==> src/rtl/nfc_regs_pkg.sv <==
// Package: nfc_regs_pkg
// Shared constants and types for the NAND controller event/interrupt registers.
// Assumes a 32-bit host data word and twelve event flags.
package nfc_regs_pkg;

    localparam int DATA_W     = 32;
    localparam int NFLAGS     = 12;
    localparam int IDCNT_W    = 3;

    // control word bit positions
    localparam int RUN_BIT    = 28;
    localparam int DMA_BIT    = 29;
    localparam int ECC_BIT    = 30;
    localparam int SPARE_BIT  = 31;
    localparam int IDCNT_LSB  = 16;
    localparam int ECCCLR_BIT = 19;
    localparam int PGCLR_BIT  = 20;

    // event flag indices (the status bit a pulse sets)
    typedef enum int {
        FLG_WCMD_REQ  = 0,
        FLG_RDATA_REQ = 1,
        FLG_WDATA_REQ = 2,
        FLG_ECC_SGL   = 3,
        FLG_ECC_DBL   = 4,
        FLG_BADBLK_C1 = 5,
        FLG_BADBLK_C0 = 6,
        FLG_CMDDONE_C1 = 7,
        FLG_CMDDONE_C0 = 8,
        FLG_PGDONE_C1 = 9,
        FLG_PGDONE_C0 = 10,
        FLG_READY     = 11
    } flag_idx_e;

    // retained control fields
    typedef struct packed {
        logic               spare_en;
        logic               ecc_en;
        logic               dma_en;
        logic               run;
        logic [IDCNT_W-1:0] id_cnt;
        logic [NFLAGS-1:0]  mask;
    } ctrl_t;

    localparam logic [NFLAGS-1:0] MASK_RESET = {NFLAGS{1'b1}};

endpackage

==> src/rtl/nfc_ctrl_reg.sv <==
// Module: nfc_ctrl_reg
// Holds the control word: enables, ID byte count and interrupt mask, and
// turns writes of the two clear bits into one-cycle strobes.
// Assumes wr_en is a single-cycle strobe already qualified by the address.
module nfc_ctrl_reg
    import nfc_regs_pkg::*;
(
    input  logic              clk,
    input  logic              rst_n,
    input  logic              wr_en,
    input  logic [DATA_W-1:0] wdata,
    output ctrl_t             ctrl_q,
    output logic              ecc_clr_q,
    output logic              pg_clr_q,
    output logic [DATA_W-1:0] rdback
);

    ctrl_t ctrl_d;
    logic  unused_bits;

    // decode write data into the retained fields
    always_comb begin
        ctrl_d.spare_en = wdata[SPARE_BIT];
        ctrl_d.ecc_en   = wdata[ECC_BIT];
        ctrl_d.dma_en   = wdata[DMA_BIT];
        ctrl_d.run      = wdata[RUN_BIT];
        ctrl_d.id_cnt   = wdata[IDCNT_LSB +: IDCNT_W];
        ctrl_d.mask     = wdata[NFLAGS-1:0];
    end

    assign unused_bits = ^{wdata[27:21], wdata[15:12]};

    // retained control state, all interrupts masked at reset
    always_ff @(posedge clk) begin
        if (!rst_n) begin
            ctrl_q <= '{spare_en: 1'b0, ecc_en: 1'b0, dma_en: 1'b0, run: 1'b0,
                        id_cnt: '0, mask: MASK_RESET};
        end else if (wr_en) begin
            ctrl_q <= ctrl_d;
        end
    end

    // self-clearing strobes, one cycle after the write
    always_ff @(posedge clk) begin
        if (!rst_n) begin
            ecc_clr_q <= 1'b0;
            pg_clr_q  <= 1'b0;
        end else begin
            ecc_clr_q <= wr_en & wdata[ECCCLR_BIT];
            pg_clr_q  <= wr_en & wdata[PGCLR_BIT];
        end
    end

    // read-back image; strobe bits and reserved bits read zero
    always_comb begin
        rdback = '0;
        rdback[SPARE_BIT]              = ctrl_q.spare_en;
        rdback[ECC_BIT]                = ctrl_q.ecc_en;
        rdback[DMA_BIT]                = ctrl_q.dma_en;
        rdback[RUN_BIT]                = ctrl_q.run;
        rdback[IDCNT_LSB +: IDCNT_W]   = ctrl_q.id_cnt;
        rdback[NFLAGS-1:0]             = ctrl_q.mask;
    end

endmodule

==> src/rtl/nfc_stat_flags.sv <==
// Module: nfc_stat_flags
// Sticky event flags: a pulse sets a flag, a host write of ones clears it,
// and a set in the same cycle as a clear wins.
// Assumes set_i bits are synchronous single-cycle pulses.
module nfc_stat_flags
    import nfc_regs_pkg::*;
(
    input  logic              clk,
    input  logic              rst_n,
    input  logic [NFLAGS-1:0] set_i,
    input  logic              clr_en,
    input  logic [NFLAGS-1:0] clr_bits,
    output logic [NFLAGS-1:0] flags_q
);

    for (genvar k = 0; k < NFLAGS; k++) begin : g_flag
        logic clr_k;
        assign clr_k = clr_en & clr_bits[k];

        // one sticky flag; set has priority over clear
        always_ff @(posedge clk) begin
            if (!rst_n) begin
                flags_q[k] <= 1'b0;
            end else if (set_i[k]) begin
                flags_q[k] <= 1'b1;
            end else if (clr_k) begin
                flags_q[k] <= 1'b0;
            end
        end
    end

endmodule

==> src/rtl/nfc_irq_gen.sv <==
// Module: nfc_irq_gen
// Registered interrupt request: high when any flag is set with its mask bit
// at zero (mask one = disabled).
// Assumes flags and mask are register outputs in the same clock domain.
module nfc_irq_gen
    import nfc_regs_pkg::*;
(
    input  logic              clk,
    input  logic              rst_n,
    input  logic [NFLAGS-1:0] flags,
    input  logic [NFLAGS-1:0] mask,
    output logic              irq_q
);

    logic [NFLAGS-1:0] pending;

    // flags that are allowed through the mask
    assign pending = flags & ~mask;

    // register the summary to keep the output glitch-free
    always_ff @(posedge clk) begin
        if (!rst_n) begin
            irq_q <= 1'b0;
        end else begin
            irq_q <= |pending;
        end
    end

endmodule

==> src/rtl/nfc_irq_regs.sv <==
// Module: nfc_irq_regs
// Top of the NAND controller control/status register pair and its interrupt.
// Decodes the host address, routes writes to the control word or the status
// word, and muxes read data. Assumes reg_wr is a one-cycle strobe.
module nfc_irq_regs
    import nfc_regs_pkg::*;
#(
    parameter int ADDR_W   = 4,
    parameter int CTRL_OFS = 0,
    parameter int STAT_OFS = 4
) (
    input  logic              clk,
    input  logic              rst_n,
    input  logic              reg_wr,
    input  logic [ADDR_W-1:0] reg_addr,
    input  logic [31:0]       reg_wdata,
    output logic [31:0]       reg_rdata,
    input  logic [11:0]       evt_i,
    output logic              irq_o,
    output logic              run_o,
    output logic              dma_en_o,
    output logic              ecc_en_o,
    output logic              spare_en_o,
    output logic [2:0]        id_bytes_o,
    output logic              ecc_clr_o,
    output logic              pgcnt_clr_o
);

    localparam logic [ADDR_W-1:0] CTRL_A = ADDR_W'(CTRL_OFS);
    localparam logic [ADDR_W-1:0] STAT_A = ADDR_W'(STAT_OFS);

    logic              sel_ctrl, sel_stat;
    logic              wr_ctrl, wr_stat;
    ctrl_t             ctrl_q;
    logic [DATA_W-1:0] ctrl_rd;
    logic [NFLAGS-1:0] flags_q;

    // address decode
    assign sel_ctrl = (reg_addr == CTRL_A);
    assign sel_stat = (reg_addr == STAT_A);
    assign wr_ctrl  = reg_wr & sel_ctrl;
    assign wr_stat  = reg_wr & sel_stat;

    nfc_ctrl_reg u_ctrl (
        .clk       (clk),
        .rst_n     (rst_n),
        .wr_en     (wr_ctrl),
        .wdata     (reg_wdata),
        .ctrl_q    (ctrl_q),
        .ecc_clr_q (ecc_clr_o),
        .pg_clr_q  (pgcnt_clr_o),
        .rdback    (ctrl_rd)
    );

    nfc_stat_flags u_stat (
        .clk      (clk),
        .rst_n    (rst_n),
        .set_i    (evt_i),
        .clr_en   (wr_stat),
        .clr_bits (reg_wdata[NFLAGS-1:0]),
        .flags_q  (flags_q)
    );

    nfc_irq_gen u_irq (
        .clk   (clk),
        .rst_n (rst_n),
        .flags (flags_q),
        .mask  (ctrl_q.mask),
        .irq_q (irq_o)
    );

    // read mux; unmapped addresses and upper status bits read zero
    always_comb begin
        reg_rdata = '0;
        if (sel_ctrl)      reg_rdata = ctrl_rd;
        else if (sel_stat) reg_rdata[NFLAGS-1:0] = flags_q;
    end

    // control outputs
    assign run_o      = ctrl_q.run;
    assign dma_en_o   = ctrl_q.dma_en;
    assign ecc_en_o   = ctrl_q.ecc_en;
    assign spare_en_o = ctrl_q.spare_en;
    assign id_bytes_o = ctrl_q.id_cnt;

endmodule

==> config.mk <==
export PLATFORM = sky130hd
export DESIGN_NAME = nfc_irq_regs
export DESIGN_NICKNAME = d
export VERILOG_FILES = /design/src/rtl/nfc_regs_pkg.sv /design/src/rtl/nfc_ctrl_reg.sv /design/src/rtl/nfc_stat_flags.sv /design/src/rtl/nfc_irq_gen.sv /design/src/rtl/nfc_irq_regs.sv
export SDC_FILE = /design/constraint.sdc
export NUM_CORES = 1
export LEC_CHECK = 0
export BUFFER_PORTS_ARGS = -buffer_cell sky130_fd_sc_hd__clkbuf_2
export CAP_MARGIN = 30
export CORE_MARGIN = 4
export CORE_UTILIZATION = 30
export CTS_CLUSTER_SIZE = 8
export DETAILED_ROUTE_END_ITERATION = 10
export MAX_ROUTING_LAYER = met4
export SYNTH_ARGS = -nofsm -noshare
export SYNTH_HDL_FRONTEND = slang
export SYNTH_SLANG_ARGS = --single-unit
==> constraint.sdc <==
create_clock -name clk -period 1.4 [get_ports clk]
set_clock_uncertainty 0.15 [all_clocks]
set_input_delay 0.07 -clock clk [delete_from_list [all_inputs] [get_ports clk]]
set_output_delay 0.07 -clock clk [all_outputs]
set_load 0.03 [all_outputs]
Yosys cells after proc, flatten, opt, wreduce, memory -nomap -nowiden --
Cells that the tools add are included.
Cells by class: eq/ne operators 1, muxes and demuxes 27, bitwise operators 18, reductions and logical operators 14
Operators by type and width (count):
- two-way mux 1 bit | 24
- two-way mux 12 bit | 2
- nonzero test 2 bit | 12
- two-way mux 20 bit | 1
- AND 1 bit | 16
- AND 12 bit | 1
- inverter 12 bit | 1
- OR reduction 12 bit | 1
- == test 4 x 3 -> 1 bit (second input constant) | 1
- logical NOT 4 bit | 1
Storage, ports and cells: bits in registers 34, output and inout port bits 42

Longest topological paths before layout --
word-level depth 5, mapped depth 4, depth with buffers taken out 3

Hierarchy --
A second synthesis with hierarchy kept.
Unflattened totals: cell total of the unflattened synthesis 219, area, all modules 1968.1 um2
By module, submodules not included:
- nfc_ctrl_reg | times used 1, cells each 98, area an instance 982.2 um2, sequential area each 420.4 um2
- nfc_stat_flags | times used 1, cells each 50, area an instance 501.7 um2, sequential area each 240.2 um2
- nfc_irq_regs | times used 1, cells each 54, area an instance 361.6 um2, sequential area each 0.0 um2
- nfc_irq_gen | times used 1, cells each 17, area an instance 122.6 um2, sequential area each 20.0 um2

Worst setup path after synthesis --
No wires, ideal clock.
path kind flip-flop to flip-flop, from register u_stat.flags_q[3], to register u_irq.irq_q, library setup time 0.120 ns, data arrival time 1.050 ns, required time 1.130 ns, slack 0.080 ns, stages on the path, launching flop included 4, buffers on the path 0, cell sequence dfxtp_1 > nor2b_1 > a2111o_1 > o31a_1
Between the ends: longest elaborated chain between the ends 2
RTL lines:
- from (decl) | RTL line nfc_stat_flags.sv:13 | output logic [NFLAGS-1:0] flags_q
- from (signal, indexed assignment) | RTL line nfc_stat_flags.sv:23 | flags_q[k] <= 1'b0;
- from (signal, indexed assignment) | RTL line nfc_stat_flags.sv:25 | flags_q[k] <= 1'b1;
- from (signal, indexed assignment) | RTL line nfc_stat_flags.sv:27 | flags_q[k] <= 1'b0;
- AND 12 bit | RTL line nfc_irq_gen.sv:18 | assign pending = flags & ~mask;
- OR reduction 12 bit | RTL line nfc_irq_gen.sv:25 | irq_q <= |pending;
- to (signal assigned) | RTL line nfc_irq_gen.sv:25
- to (decl) | RTL line nfc_irq_gen.sv:12 | output logic irq_q
Every way passes these cells. A chain may end at the register's enable or synchronous reset.

Final worst setup path --
from input port reg_addr[0], to output port reg_rdata[11]
Between the ends: longest elaborated chain between the ends 3, elaborated cells on any way between the ends 4
RTL lines:
- from (decl) | RTL line nfc_irq_regs.sv:15 | input logic [ADDR_W-1:0] reg_addr,
- == test 4 x 3 -> 1 bit | RTL line nfc_irq_regs.sv:40 | assign sel_stat = (reg_addr == STAT_A);
- two-way mux 12 bit | RTL line nfc_irq_regs.sv:76 | else if (sel_stat) reg_rdata[NFLAGS-1:0] = flags_q;
- two-way mux 12 bit * | RTL line nfc_irq_regs.sv:75 | if (sel_ctrl) reg_rdata = ctrl_rd;
- to (decl) | RTL line nfc_irq_regs.sv:17 | output logic [31:0] reg_rdata,
Every way passes the cells marked *; elsewhere a longest branch is shown, timed or not.

==> results.txt <==
----------------------------------------------------
[Layout]
  Fraction of final layout cells with drive strength greater than 1 ... 0.3180
  Filler cells ... 539
  Total non-filler cell area in the finished layout ... 2693 um^2
  Nets@finish ... 355
  Area delta synth->final ... 57.42%
  Final antenna diode count ... 0

[Critical path]
  Critical Path Start ... reg_addr[0]
  Startpoint of the worst-slack reg-to-reg timing path ... u_stat.flags_q[3]
  Data required time of the worst path ... 1180 ps
  Critical-path maximum fanout ... 16
  Critical Path End Type ... primary output
  Launching element type of the critical path ... primary input
  Arr. time, crit path ... 1150 ps
  Critical path type ... in2out

[Global route]
  First-pass GRT wire length ... 7.859 mm
  Total GRT Usage ... 0.1413
  Largest net degree at the start of global routing ... 32
  Via count of the first global-routing pass ... 1676
  Final global-route overflow total ... 0
  Number of antenna violations at the first check in global routing ... 0

[Floorplan]
  Initial standard-cell utilization of the core ... 0.3106
  Horizontal extent of the die ... 83.51 um
  Floorplan die area ... 6973 um^2
  Die height ... 83.51 um
  Top-level I/O count ... 93
  Placeable core region ... 5507 um^2
  Row count ... 27

[Min path]
  Class of the worst hold path ... in2reg
  Hold wc startpoint ... rst_n

[Pwr]
  Cell internal pwr ... 1.747 mW
  Total power ... 2.325 mW
  Combinational fraction of design power ... 0.184
  Switching power total ... 0.5786 mW
  Maximum resistive drop on vdd ... 0.4153 mV
  Reported leakage power ... 1.365 nW
  Sw frac ... 0.2488
  Sequential power share ... 0.443
  Power density relative to cell area ... 863.6 nW/um^2
  Power share of the clock group ... 0.374

[Routing]
  Total length of routed wires ... 4.927 mm
  Post-route DRC ... 0
  Detailed-route wire length per cell ... 13.07 um
  Drt via density ... 4.618
  Detail Route Antenna Nets ... 0
  Total via count after detailed routing ... 1741
  Initial DRC Count ... 94
  First-pass iteration count of the detailed router ... 4

[Timing]
  Crit path setup slack, layout ... 26.70 ps
  Max Freq ... 0.7282 GHz
  Worst hold slack across all endpoints ... 15.68 ps
  Number of setup violations in the final report ... 0
  Final min period ... 1373 ps
  Final Slew Violations ... 0
  Number of hold-slack violations in the final timing report ... 0
  Post-route clock period utilization ... 0.9809

[Yosys]
  Most frequently used flop master after synthesis ... sky130_fd_sc_hd__dfxtp_1
  Mapped Area ... 1710 um^2
  Yosys top cell by area ... sky130_fd_sc_hd__dfxtp_1
  Distinct cells, synth ... 22
  Post-synthesis sequential area ratio ... 0.3980
  Ranking of synthesized cells by instance count ... sky130_fd_sc_hd__dfxtp_1 (34), sky130_fd_sc_hd__inv_1 (24), sky130_fd_sc_hd__buf_4 (16)
  Post-synthesis area per instance ... 8.771 um^2
  Cell types occupying the most area after synthesis ... sky130_fd_sc_hd__dfxtp_1 (40%), sky130_fd_sc_hd__buf_4 (7.0%), sky130_fd_sc_hd__a22o_1 (6.1%)
  Most used standard cell by instance count after synthesis ... sky130_fd_sc_hd__dfxtp_1
  Fraction of post-synthesis cell area in the top cell type by area ... 0.3980
  Asr flop ratio synth ... 0
  Number of synthesized register bits ... 34
  Number of synthesized flops with an enable pin ... 0
  Warning count from the yosys run ... 0
  Synthesized netlist cell count ... 195

[Placed design]
  Count of input and output buffers ... 68
  Setup slack after placement ... 25.08 ps
  Sum of net half-perimeters after detailed placement ... 3.185 mm
  Placement Cell Area ... 2127 um^2
  Global placer's final weighted congestion ... 0.6850

[Clock tree]
  Num CTS Buffers ... 5
  Clock-pin transition on the worst setup and hold timing paths ... 70 ps
  CTS HTree Levels ... 2
  TritonCTS Sinks ... 34
  Clock latency of the later-clocked register in the worst-skew pair ... 280 ps
  TritonCTS clock tree ... yes
  Root Driver ... sky130_fd_sc_hd__clkbuf_8
  CTS max path bufs ... 2

[Job]
  Maxcap violations ... 0

[Outcome]
  Run status ... complete, no violations

----------------------------------------------------
==> cells in the final DEF, fill, tap and decap left out, drive strengths merged, types with 13 or more instances in the layout <==
cell | synthesis | routed
dfxtp | 34 | 34
conb | 1 | 13
dlygate4sd3 | 0 | 31
clkbuf | 7 | 58
buf | 23 | 35
nand2 | 14 | 14
inv | 24 | 24
==> power by group through the flow <==
stage	Sequential, mW	Clock, mW	Combinational [mW]
detailed placement	1.05	0	0.327
global placement	1.05	0	0.324
floorplan	1.05	0	0.215
CTS	1.03	0.896	0.405
finish	1.03	0.869	0.427
global route	1.03	0.957	0.463
==> final timing paths <==
path / end / slack [ps] / cells after the start
worst max-delay path: reg_rdata[11] / 30 / 6
worst min-delay path: u_ctrl.ctrl_q[17] / 20 / 3
worst max register to register: u_irq.irq_q / 30 / 3
worst min register to register: u_ctrl.ctrl_q[12] / 320 / 2
==> critical path, stage by stage <==
cell and delay [ps]:
sky130_fd_sc_hd__clkbuf_2 120, sky130_fd_sc_hd__nor4_4 270, sky130_fd_sc_hd__buf_4 190, sky130_fd_sc_hd__buf_12 150, sky130_fd_sc_hd__a22o_1 170, sky130_fd_sc_hd__buf_4 160
==> final cells by class <==
class / instances / area, um^2 / share of cell area
Clock buffer: 7 / 76.32 / 0.02835
Clock inverter: 1 / 30.03 / 0.01115
Inverter: 24 / 90.09 / 0.03346
Multi-Input combinational cell: 119 / 798.3 / 0.2965
Sequential cell: 34 / 684.4 / 0.2542
Tap cell: 72 / 90.09 / 0.03346
Timing Repair Buffer: 120 / 923.4 / 0.3429
==> logic make-up after synthesis <==
group	share of synthesized area
AOI/OAI and AO/OA	0.2356
buffers and inverters	0.1617
DFF	0.3980
muxes	0.04097
other	0.002192
and+or+nand+nor	0.1617
==> flip-flops by register name, summed over array words and instances (netlist names) <==
name / flops
u_ctrl.ctrl_q: 19
u_ctrl.ecc_clr_q: 1
u_ctrl.pg_clr_q: 1
u_irq.irq_q: 1
u_stat.flags_q: 12
==> timing repair <==
action | in CTS | in global routing
hold endpoints to repair | 33 | 1
setup buffers | 0 | 5
hold buffers | 34 | 1
setup endpoints to repair | 0 | 22
gates resized for setup | 0 | 58
==> routing by layer <==
metal,wire (um),share of wire,up-vias,GRT usage
li1,-,-,872,-
met1,2213,0.45,807,0.1773
met2,2348,0.48,57,0.2179
met3,306,0.062,5,0.03751
met4,59,0.012,0,0.05409
met5,0,0,-,-
==> per-stage QoR <==
step	utilization	std cells	TNS [ps]
2_1_floorplan	-	207	0
3_3_place_gp	0.3863	329	0
3_5_place_dp	0.3863	329	0
4_1_cts	0.4674	371	0
5_1_grt	0.4890	377	-286.9
6_report	0.4890	377	0
No activity file was read; power rests on OpenSTA's default activity.
